**config.mk**
```make
export PLATFORM = sky130hd
export DESIGN_NAME = pcm_slot_port
export DESIGN_NICKNAME = d
export VERILOG_FILES = /design/src/rtl/pcm_slot_port.sv
export SDC_FILE = /design/constraint.sdc
export NUM_CORES = 1
export LEC_CHECK = 0
export ABC_AREA = 1
export BUFFER_PORTS_ARGS = -buffer_cell sky130_fd_sc_hd__buf_2
export CAP_MARGIN = 30
export CORE_ASPECT_RATIO = 0.5
export CORE_MARGIN = 2
export CORE_UTILIZATION = 40
export CTS_CLUSTER_DIAMETER = 80
export DETAILED_ROUTE_END_ITERATION = 10
export SETUP_SLACK_MARGIN = 0.1
export SLEW_MARGIN = 20
export SYNTH_ARGS = -nofsm -noshare
export SYNTH_HDL_FRONTEND = slang
export SYNTH_SLANG_ARGS = --single-unit
```
**constraint.sdc**
```tcl
create_clock -name clk -period 4.8 [get_ports clk]
set_clock_uncertainty 0.05 [all_clocks]
set_input_delay 0.48 -clock clk [delete_from_list [all_inputs] [get_ports clk]]
set_output_delay 0.48 -clock clk [all_outputs]
set_load 0.005 [all_outputs]
```
**src/rtl/pcm_slot_port.sv**
```systemverilog
module pcm_slot_port #(
  parameter int CNT_W    = 10,
  parameter int WIDE_W   = 16,
  parameter int NARROW_W = 8
) (
  input  logic              clk,
  input  logic              rst_n,
  input  logic              fsync,
  input  logic              long_fs,
  input  logic              dbl_clk,
  input  logic              wide,
  input  logic [CNT_W-1:0]  tx_start,
  input  logic [CNT_W-1:0]  rx_start,
  input  logic [WIDE_W-1:0] tx_sample,
  input  logic              drx,
  output logic              dtx,
  output logic              dtx_oe,
  output logic [WIDE_W-1:0] rx_sample,
  output logic              rx_valid
);
  localparam int FW = CNT_W + 2;
  localparam int BW = $clog2(WIDE_W);

  logic              fs_q, frame_on, drx_n;
  logic [FW-1:0]     cnt;
  logic [WIDE_W-1:0] tx_hold, rx_shift;

  wire          start   = fsync & ~fs_q;
  wire [FW-1:0] lead    = {{(FW-1){1'b0}}, ~long_fs};
  wire [FW-1:0] bits    = wide ? FW'(WIDE_W) : FW'(NARROW_W);
  wire [FW-1:0] span    = dbl_clk ? (bits << 1) : bits;

  wire [FW-1:0] tx_base = FW'(tx_start) + lead;
  wire [FW-1:0] tx_off  = cnt - tx_base;
  wire          tx_in   = frame_on && (cnt >= tx_base) && (tx_off < span);
  wire [FW-1:0] tx_idx  = dbl_clk ? (tx_off >> 1) : tx_off;
  wire [FW-1:0] tx_pos  = bits - 1'b1 - tx_idx;

  wire [FW-1:0] rx_base = FW'(rx_start) + lead;
  wire [FW-1:0] rx_off  = cnt - rx_base;
  wire          rx_in   = frame_on && (cnt >= rx_base) && (rx_off < span);
  wire [FW-1:0] rx_idx  = dbl_clk ? (rx_off >> 1) : rx_off;
  wire          rx_take = rx_in && (!dbl_clk || rx_off[0]);
  wire          rx_last = rx_take && (rx_idx == bits - 1'b1);

  assign dtx_oe = tx_in;
  assign dtx    = tx_in & tx_hold[tx_pos[BW-1:0]];

  always_ff @(negedge clk or negedge rst_n)
    if (!rst_n) drx_n <= 1'b0;
    else        drx_n <= drx;

  always_ff @(posedge clk or negedge rst_n) begin
    if (!rst_n) begin
      fs_q      <= 1'b0;
      frame_on  <= 1'b0;
      cnt       <= '0;
      tx_hold   <= '0;
      rx_shift  <= '0;
      rx_sample <= '0;
      rx_valid  <= 1'b0;
    end else begin
      fs_q     <= fsync;
      rx_valid <= 1'b0;
      if (start) begin
        frame_on <= 1'b1;
        cnt      <= '0;
        tx_hold  <= tx_sample;
        rx_shift <= '0;
      end else begin
        if (frame_on && cnt != {FW{1'b1}}) cnt <= cnt + 1'b1;
        if (rx_take) rx_shift <= {rx_shift[WIDE_W-2:0], drx_n};
        if (rx_last) begin
          rx_sample <= {rx_shift[WIDE_W-2:0], drx_n};
          rx_valid  <= 1'b1;
        end
      end
    end
  end

  AST_QUIET_BEFORE_FRAME: assert property (@(posedge clk) disable iff (!rst_n)
    !frame_on |-> !dtx_oe);
  AST_VALID_SINGLE: assert property (@(posedge clk) disable iff (!rst_n)
    rx_valid |=> !rx_valid);
  AST_VALID_IN_FRAME: assert property (@(posedge clk) disable iff (!rst_n)
    rx_valid |-> frame_on);
  AST_HOLD_AT_START: assert property (@(posedge clk) disable iff (!rst_n)
    !$stable(tx_hold) |-> $past(start));
  AST_ABORT_NO_VALID: assert property (@(posedge clk) disable iff (!rst_n)
    start |=> !rx_valid);
  AST_LONG_ONE_START: assert property (@(posedge clk) disable iff (!rst_n)
    (fsync && fs_q) |=> cnt != '0);
endmodule

```
* Yosys cells after proc, flatten, opt, wreduce, memory -nomap -nowiden
Cells that the tools add are included.
** Word-level totals
- Register bits :: 63
- Input bits :: 43
- Output and inout bits :: 19
- Word-level logic and storage cells :: 51
** Cells by class
- $add $sub $neg :: 7
- Magnitude comparators :: 5
- Equality and inequality tests :: 2
- Multiplexer cells :: 12
- Bitwise logic cells :: 5
- Reductions and logical operators :: 12
** Operators with widths (count)
- $mux W12 :: 3
- $mux W15 :: 2
- $ge A12 B11 Y1 :: 2
- $lt A12 B6 Y1 :: 2
- $sub A12 B11 Y12 :: 2
- $add A10 B1 Y11 :: 2
- $add A12 B1 Y12 const B :: 1
- $eq A12 B12 Y1 :: 1
- $ne A12 B12 Y1 const B :: 1
- $logic_and A1 B1 Y1 :: 7
- $mux W6 :: 1
- $sub A5 B1 Y6 const B :: 1
- $lt A4 B5 Y1 const B :: 1
- $mux W5 :: 1
- $bmux W1 S4 :: 1
- $mux W4 :: 1
- $reduce_bool A2 Y1 :: 2
- $sub A4 B4 Y4 :: 1
- $mux W1 :: 3
- $not A1 Y1 :: 3
- $and A1 B1 Y1 :: 2
- $reduce_and A2 Y1 :: 1
- $logic_not A1 Y1 :: 1
- $logic_or A1 B1 Y1 :: 1

* Logic depth before layout (Yosys ltp)
Gate-level depths: netlist (run 1).
- Depth after elaboration :: 9
- Depth in mapped cells :: 24
- Mapped depth without buffers :: 23

==> results.yml, run 1 <==
status:
  outcome: "completed"
grt:
  grt_first_pass_wirelength_um: 21200
  grt_max_degree: 63
  grt_use_total_pct: 20.5
  grt_overflow_total: 0
  grt_pass1_vias: 4333
  antenna_found_initial: 0
clock_network:
  clk_pin_slew_ps: 50
  cts_sinks: 63
  cts_hold_buffers: 0
  cts_root_buf: "clkbuf_16"
  cts_max_path_buffers: 2
  cts_setup_buffers: 0
  cts_max_level: 3
  cts_resized: 0
  cts_tree: "yes"
  clkLatencyLatePin_ps: 330
  cts_made_buffers: 9
critical_path:
  critPathKind: "input pin to primary output"
  reg2reg_depth: 20
  r2r-end: "rx_sample[15]"
  path_cells: "buf_2 > inv_1 > ha_1 > ha_1 > xnor2_1 > ha_1 > nand2_1 > o21ai_0 > nand2_1 > o21ai_0 > xor2_1 > ha_1 > a211oi_1 > nand3_1 > nor2_1 > nand4_1 > nor3_1 > buf_2"
  crit_top_cell: "ha_1"
  start_kind: "input pin"
  worstPathArrival_ps: 3770
  crit_slowest_cell: "ha_1"
  crit_required_ps: 4270
  r2r_slack_ps: 1530
  crit_fanout: 5
  r2r_start: "cnt[1]"
  cp-end-kind: "primary output"
  cpPeakStageDelay_ps: 340
cells_and_area:
  regArea_um2: 1580
  final_nets: 867
  multiInputGateArea_um2: 2770
  area_growth_pct: 17.2
  final_util_pct: 48.0
  diodes: 0
  fillCellCount: 1244
  layout-drive-gt1-share_pct: 12.1
drt:
  drc_errors: 0
  drt_iter0_drc: 267
  routed_wl_um: 12700
  drt-pass1-iter-count: 5
  vias: 4605
  post_drt_via_cell_ratio: 4.80
  wl_per_cell_um: 13.2
  antenna_left: 0
placement:
  dpl.hpwl_um: 9790
  gp_congestion: 0.903
  port-buffer-count: 61
  dp_slack_ps: 512
sta:
  setup_ws_ps: 496
  tns_ps: 0
  period_share_pct: 89.7
  rsz0062_at_grt: "no"
  whs_ps: 231
  slew_headroom_pct: 47.4
  finalHoldViolCount: 0
  max_freq_mhz: 232
  finalMaxSlewViolations: 0
  max_slew.worst_pin.slew_ps: 789
  period_needed_ps: 4300
  setup_viol: 0
logic_synthesis:
  synth_top_area_share_pct: 32.2
  synthCells: 723
  ys_top_cells_by_count: "nand2_1 (252), inv_1 (107), nand3_1 (68), dfrtp_1 (62), o21ai_0 (46)"
  synthArstFlopShare_pct: 100
  ys_types: 37
  synth.ff_latch_count: 63
  yosysTopAreaCell: "dfrtp_1"
  yosysSeqAreaShare_pct: 32.7
  synth.most_common_cell: "nand2_1"
  synthTopCellsByArea: "dfrtp_1 (32%), nand2_1 (20%), ha_1 (8.6%)"
  synth_edf_count: 0
  synth_area_per_cell_um2: 6.67
  synth_nets: 801
  yosysWarnings: 0
  synthFlopType: "dfrtp_1"
  synth.cell_area_um2: 4820
floorplanning:
  core_um2: 11800
  start_util_pct: 41.0
  die_w_um: 159
  die_h_um: 81.7
  ios: 62
  num_rows: 28
  die-area_um2: 13000
power:
  peakVddDrop_uv: 164
  leakagePower_uw: 0.00328
  powerDensity_nw_per_um2: 338
hold_path:
  min_from: "fsync"
  worstHoldEndpoint: "fs_q"
  min_path_type: "input pin to register"
  holdPathStages: 1
flow_run:
  maxCapViolCount: 0
-- worst max-delay path by stage --
stage,startpoint,to,slack [ps]
final,long_fs,dtx,500
after global routing,long_fs,dtx,140
after CTS,long_fs,dtx,500
after detailed placement,long_fs,dtx,510
after global placement,long_fs,dtx,750
after floorplan,long_fs,dtx,1150
-- layout make-up --
class / count / share of cell area, %
inverters: 109 / 7.24
clock inverters: 3 / 0.708
multi-input cells: 539 / 49.0
repair buffers: 67 / 6.77
clock buffers: 13 / 4.78
flip-flops and latches: 63 / 27.9
well taps: 165 / 3.65
-- per-stage QoR --
step	total power [uW]	instances	instance area, um^2
after floorplan	1060	723	4820
after global placement	1240	941	5310
after detailed placement	1240	942	5340
after CTS	1920	958	5650
after global routing	2050	959	5650
final	1910	959	5650
-- power breakdown --
| group | internal [uW] | switching (uW) | total, uW |
|---|---|---|---|
| sequential | 561 | 27.9 | 589 |
| clock | 442 | 222 | 665 |
| combinational | 229 | 429 | 658 |
-- worst max-delay path, delay by kind of cell --
kind | cells | cell delay [ps]
AOI/OAI and AO/OA | 3 | 830
adders and majority gates | 4 | 1030
buffers and inverters | 3 | 260
xor gates and xnor gates | 2 | 330
and+or+nand+nor | 6 | 820
-- routing by layer --
layer  wire length (um)  GRT usage [%]  vias to the layer above
met5                  0              0                        -
met4                 54           2.82                        0
met3                551           3.33                        4
met2               5210           33.0                      104
met1               6860           29.8                     2063
li1                   -              -                     2434
-- placed cells by master, fill, tap and decap left out, types with 13 or more instances in the layout --
cell type	netlist	routed
xor2_1	13	13
a21oi_1	25	25
nor2_1	42	41
inv_1	107	107
dfrtp_1	62	62
o21ai_0	46	46
nand2_1	252	252
ha_1	33	33
nand3_1	68	68
buf_2	1	61
-- flip-flops by register name, summed over array words and instances (netlist names) --
signal     count
cnt           12
drx_n          1
frame_on       1
fs_q           1
rx_sample     16
rx_shift      15
rx_valid       1
tx_hold       16
-- logic make-up (layout without fill, tap and decap cells) --
| family | Yosys count | after routing | share of synthesized area (%) |
|---|---|---|---|
| DFF | 63 | 63 | 32.7 |
| buffers and inverters | 121 | 192 | 9.98 |
| xor gates and xnor gates | 18 | 18 | 3.27 |
| adders and majority gates | 35 | 35 | 9.39 |
| AOI/OAI and AO/OA | 83 | 83 | 8.90 |
| and+or+nand+nor | 403 | 403 | 35.8 |
No activity file was read; power rests on OpenSTA's default activity.
==> inputs of run 2 (changes only) <==
--- a/config.mk
+++ b/config.mk
@@ -11,6 +11,7 @@
 export CORE_ASPECT_RATIO = 0.5
 export CORE_MARGIN = 2
 export CORE_UTILIZATION = 40
+export CTS_BUF_LIST = sky130_fd_sc_hd__clkbuf_4
 export CTS_CLUSTER_DIAMETER = 80
 export DETAILED_ROUTE_END_ITERATION = 10
 export SETUP_SLACK_MARGIN = 0.1
==> run 2 against run 1 <==
  * Clock-buffer cell count decreased by 3
  * Worst setup slack worse by 7.3 ps
  * Global-route usage rose by 0.056 points
  * Critical endpoint unchanged
  * Highest routed layer unchanged
==> results.yml, run 2 (synthesis gave the netlist of run 1 again) <==
floorplanning:
  start_util_pct: 41.0
  die_h_um: 81.7
  ios: 62
  num_rows: 28
  die_w_um: 159
  core_um2: 11800
  die-area_um2: 13000
sta:
  finalHoldViolCount: 0
  setup_viol: 0
  max_slew.worst_pin.slew_ps: 787
  finalMaxSlewViolations: 0
  rsz0062_at_grt: "no"
  slew_headroom_pct: 47.5
  tns_ps: 0
  period_needed_ps: 4310
  setup_ws_ps: 489
  max_freq_mhz: 232
  period_share_pct: 89.8
critical_path:
  crit_fanout: 5
  worstPathArrival_ps: 3780
  r2r_slack_ps: 1530
  crit_slowest_cell: "ha_1"
  r2r-end: "rx_sample[4]"
  reg2reg_depth: 20
  path_cells: "buf_2 > inv_1 > ha_1 > ha_1 > xnor2_1 > ha_1 > nand2_1 > o21ai_0 > nand2_1 > o21ai_0 > xor2_1 > ha_1 > a211oi_1 > nand3_1 > nor2_1 > nand4_1 > nor3_1 > buf_2"
  critPathKind: "input pin to primary output"
  crit_required_ps: 4270
  crit_top_cell: "ha_1"
  r2r_start: "cnt[1]"
  start_kind: "input pin"
  cpPeakStageDelay_ps: 350
  cp-end-kind: "primary output"
cells_and_area:
  final_cell_mix: "nand2_1 (252), inv_1 (107), nand3_1 (68)"
  fillCellCount: 1267
  final_nets: 867
  design_area_um2: 5470
  final_common_cell: "nand2_1"
  layout-drive-gt1-share_pct: 11.8
  top_regs: "rx_sample x16, tx_hold x16, rx_shift x15"
  diodes: 0
  area_growth_pct: 13.4
drt:
  post_drt_via_cell_ratio: 4.82
  vias: 4624
  routed_wl_um: 12600
  wl_per_cell_um: 13.2
  drt-pass1-iter-count: 5
  drt_iter0_drc: 287
  drc_errors: 0
  antenna_left: 0
placement:
  gp_congestion: 0.903
  port-buffer-count: 61
  dpl_cell_area_um2: 5340
  dpl.hpwl_um: 9790
  dp_slack_ps: 512
clock_network:
  clk_pin_slew_ps: 90
  cts_made_buffers: 9
  cts_resized: 0
  clkLatencyLatePin_ps: 400
  cts_max_path_buffers: 2
  cts_root_buf: "clkbuf_4"
  cts_sinks: 63
  cts_tree: "yes"
  cts_setup_buffers: 0
  cts_max_level: 3
  cts_hold_buffers: 0
hold_path:
  holdPathStages: 1
  min_from: "fsync"
  worstHoldEndpoint: "fs_q"
  min_path_type: "input pin to register"
grt:
  grt_max_degree: 63
  grt_overflow_total: 0
  grt_use_met2_pct: 32.7
  grt_pass1_vias: 4320
  grt_first_pass_wirelength_um: 21100
  busiest_layer: "met2"
  antenna_found_initial: 0
  grtUsageMet3_pct: 3.79
  grt_use_total_pct: 20.5
  met1_usage_pct: 29.8
power:
  leakagePower_uw: 0.00320
  powerDensity_nw_per_um2: 291
  peakVddDrop_uv: 138
flow_run:
  maxCapViolCount: 0
status:
  outcome: "completed"
[run 2: cell count changes in the layout (fill, tap and decap cells not counted)]
cell       change
clkbuf_16      -9
clkinv_1       +3
clkbuf_4      +10
clkbuf_1       -1
clkbuf_8       -3
[run 2: worst max-delay path by stage]
stage,start,endpoint,slack [ps],cells past startpoint
CTS,long_fs,dtx,500,18
global placement,long_fs,dtx,750,17
global route,long_fs,dtx,140,18
floorplan,long_fs,dtx,1150,16
finish,long_fs,dtx,490,18
detailed placement,long_fs,dtx,510,18
[run 2: metrics by stage]
stage          hold slack [ps]  total power [uW]  std cells  util (%)
6_report                   152              1590        959      46.5
5_1_grt                    115              1730        959      46.5
4_1_cts                    127              1590        958      46.4
3_5_place_dp               404              1240        942      45.3
3_3_place_gp               401              1240        941      45.1
2_1_floorplan              134              1060        723         -
[run 2: where the power goes]
group | internal [uW] | switching, uW | leakage, uW
Combinational | 229 | 429 | 0.00229
Clock | 158 | 186 | 0.0000727
Sequential | 560 | 28.0 | 0.000839
[run 2: area by class of cell]
| cell class | instances | area (um^2) | share of cell area, % |
|---|---|---|---|
| multi-input combinational | 539 | 2770 | 50.6 |
| clock buffer | 10 | 75.1 | 1.37 |
| tap | 165 | 206 | 3.77 |
| timing repair buffer | 67 | 383 | 7.00 |
| sequential | 63 | 1580 | 28.8 |
| inverter | 109 | 409 | 7.48 |
| clock inverter | 6 | 51.3 | 0.938 |
[run 2: metal layers]
layer,wire length (um),share of wire [%]
met2,5180,41
met3,516,4.1
met1,6860,54
met4,71,0.56
met5,0,0
[run 2: worst max-delay path: cells and delay by family]
| kind | cells | cell delay (ps) |
|---|---|---|
| fa+ha+maj | 4 | 1040 |
| compound gates | 3 | 840 |
| simple gates | 6 | 820 |
| xor+xnor | 2 | 330 |
| buf+inv | 3 | 260 |
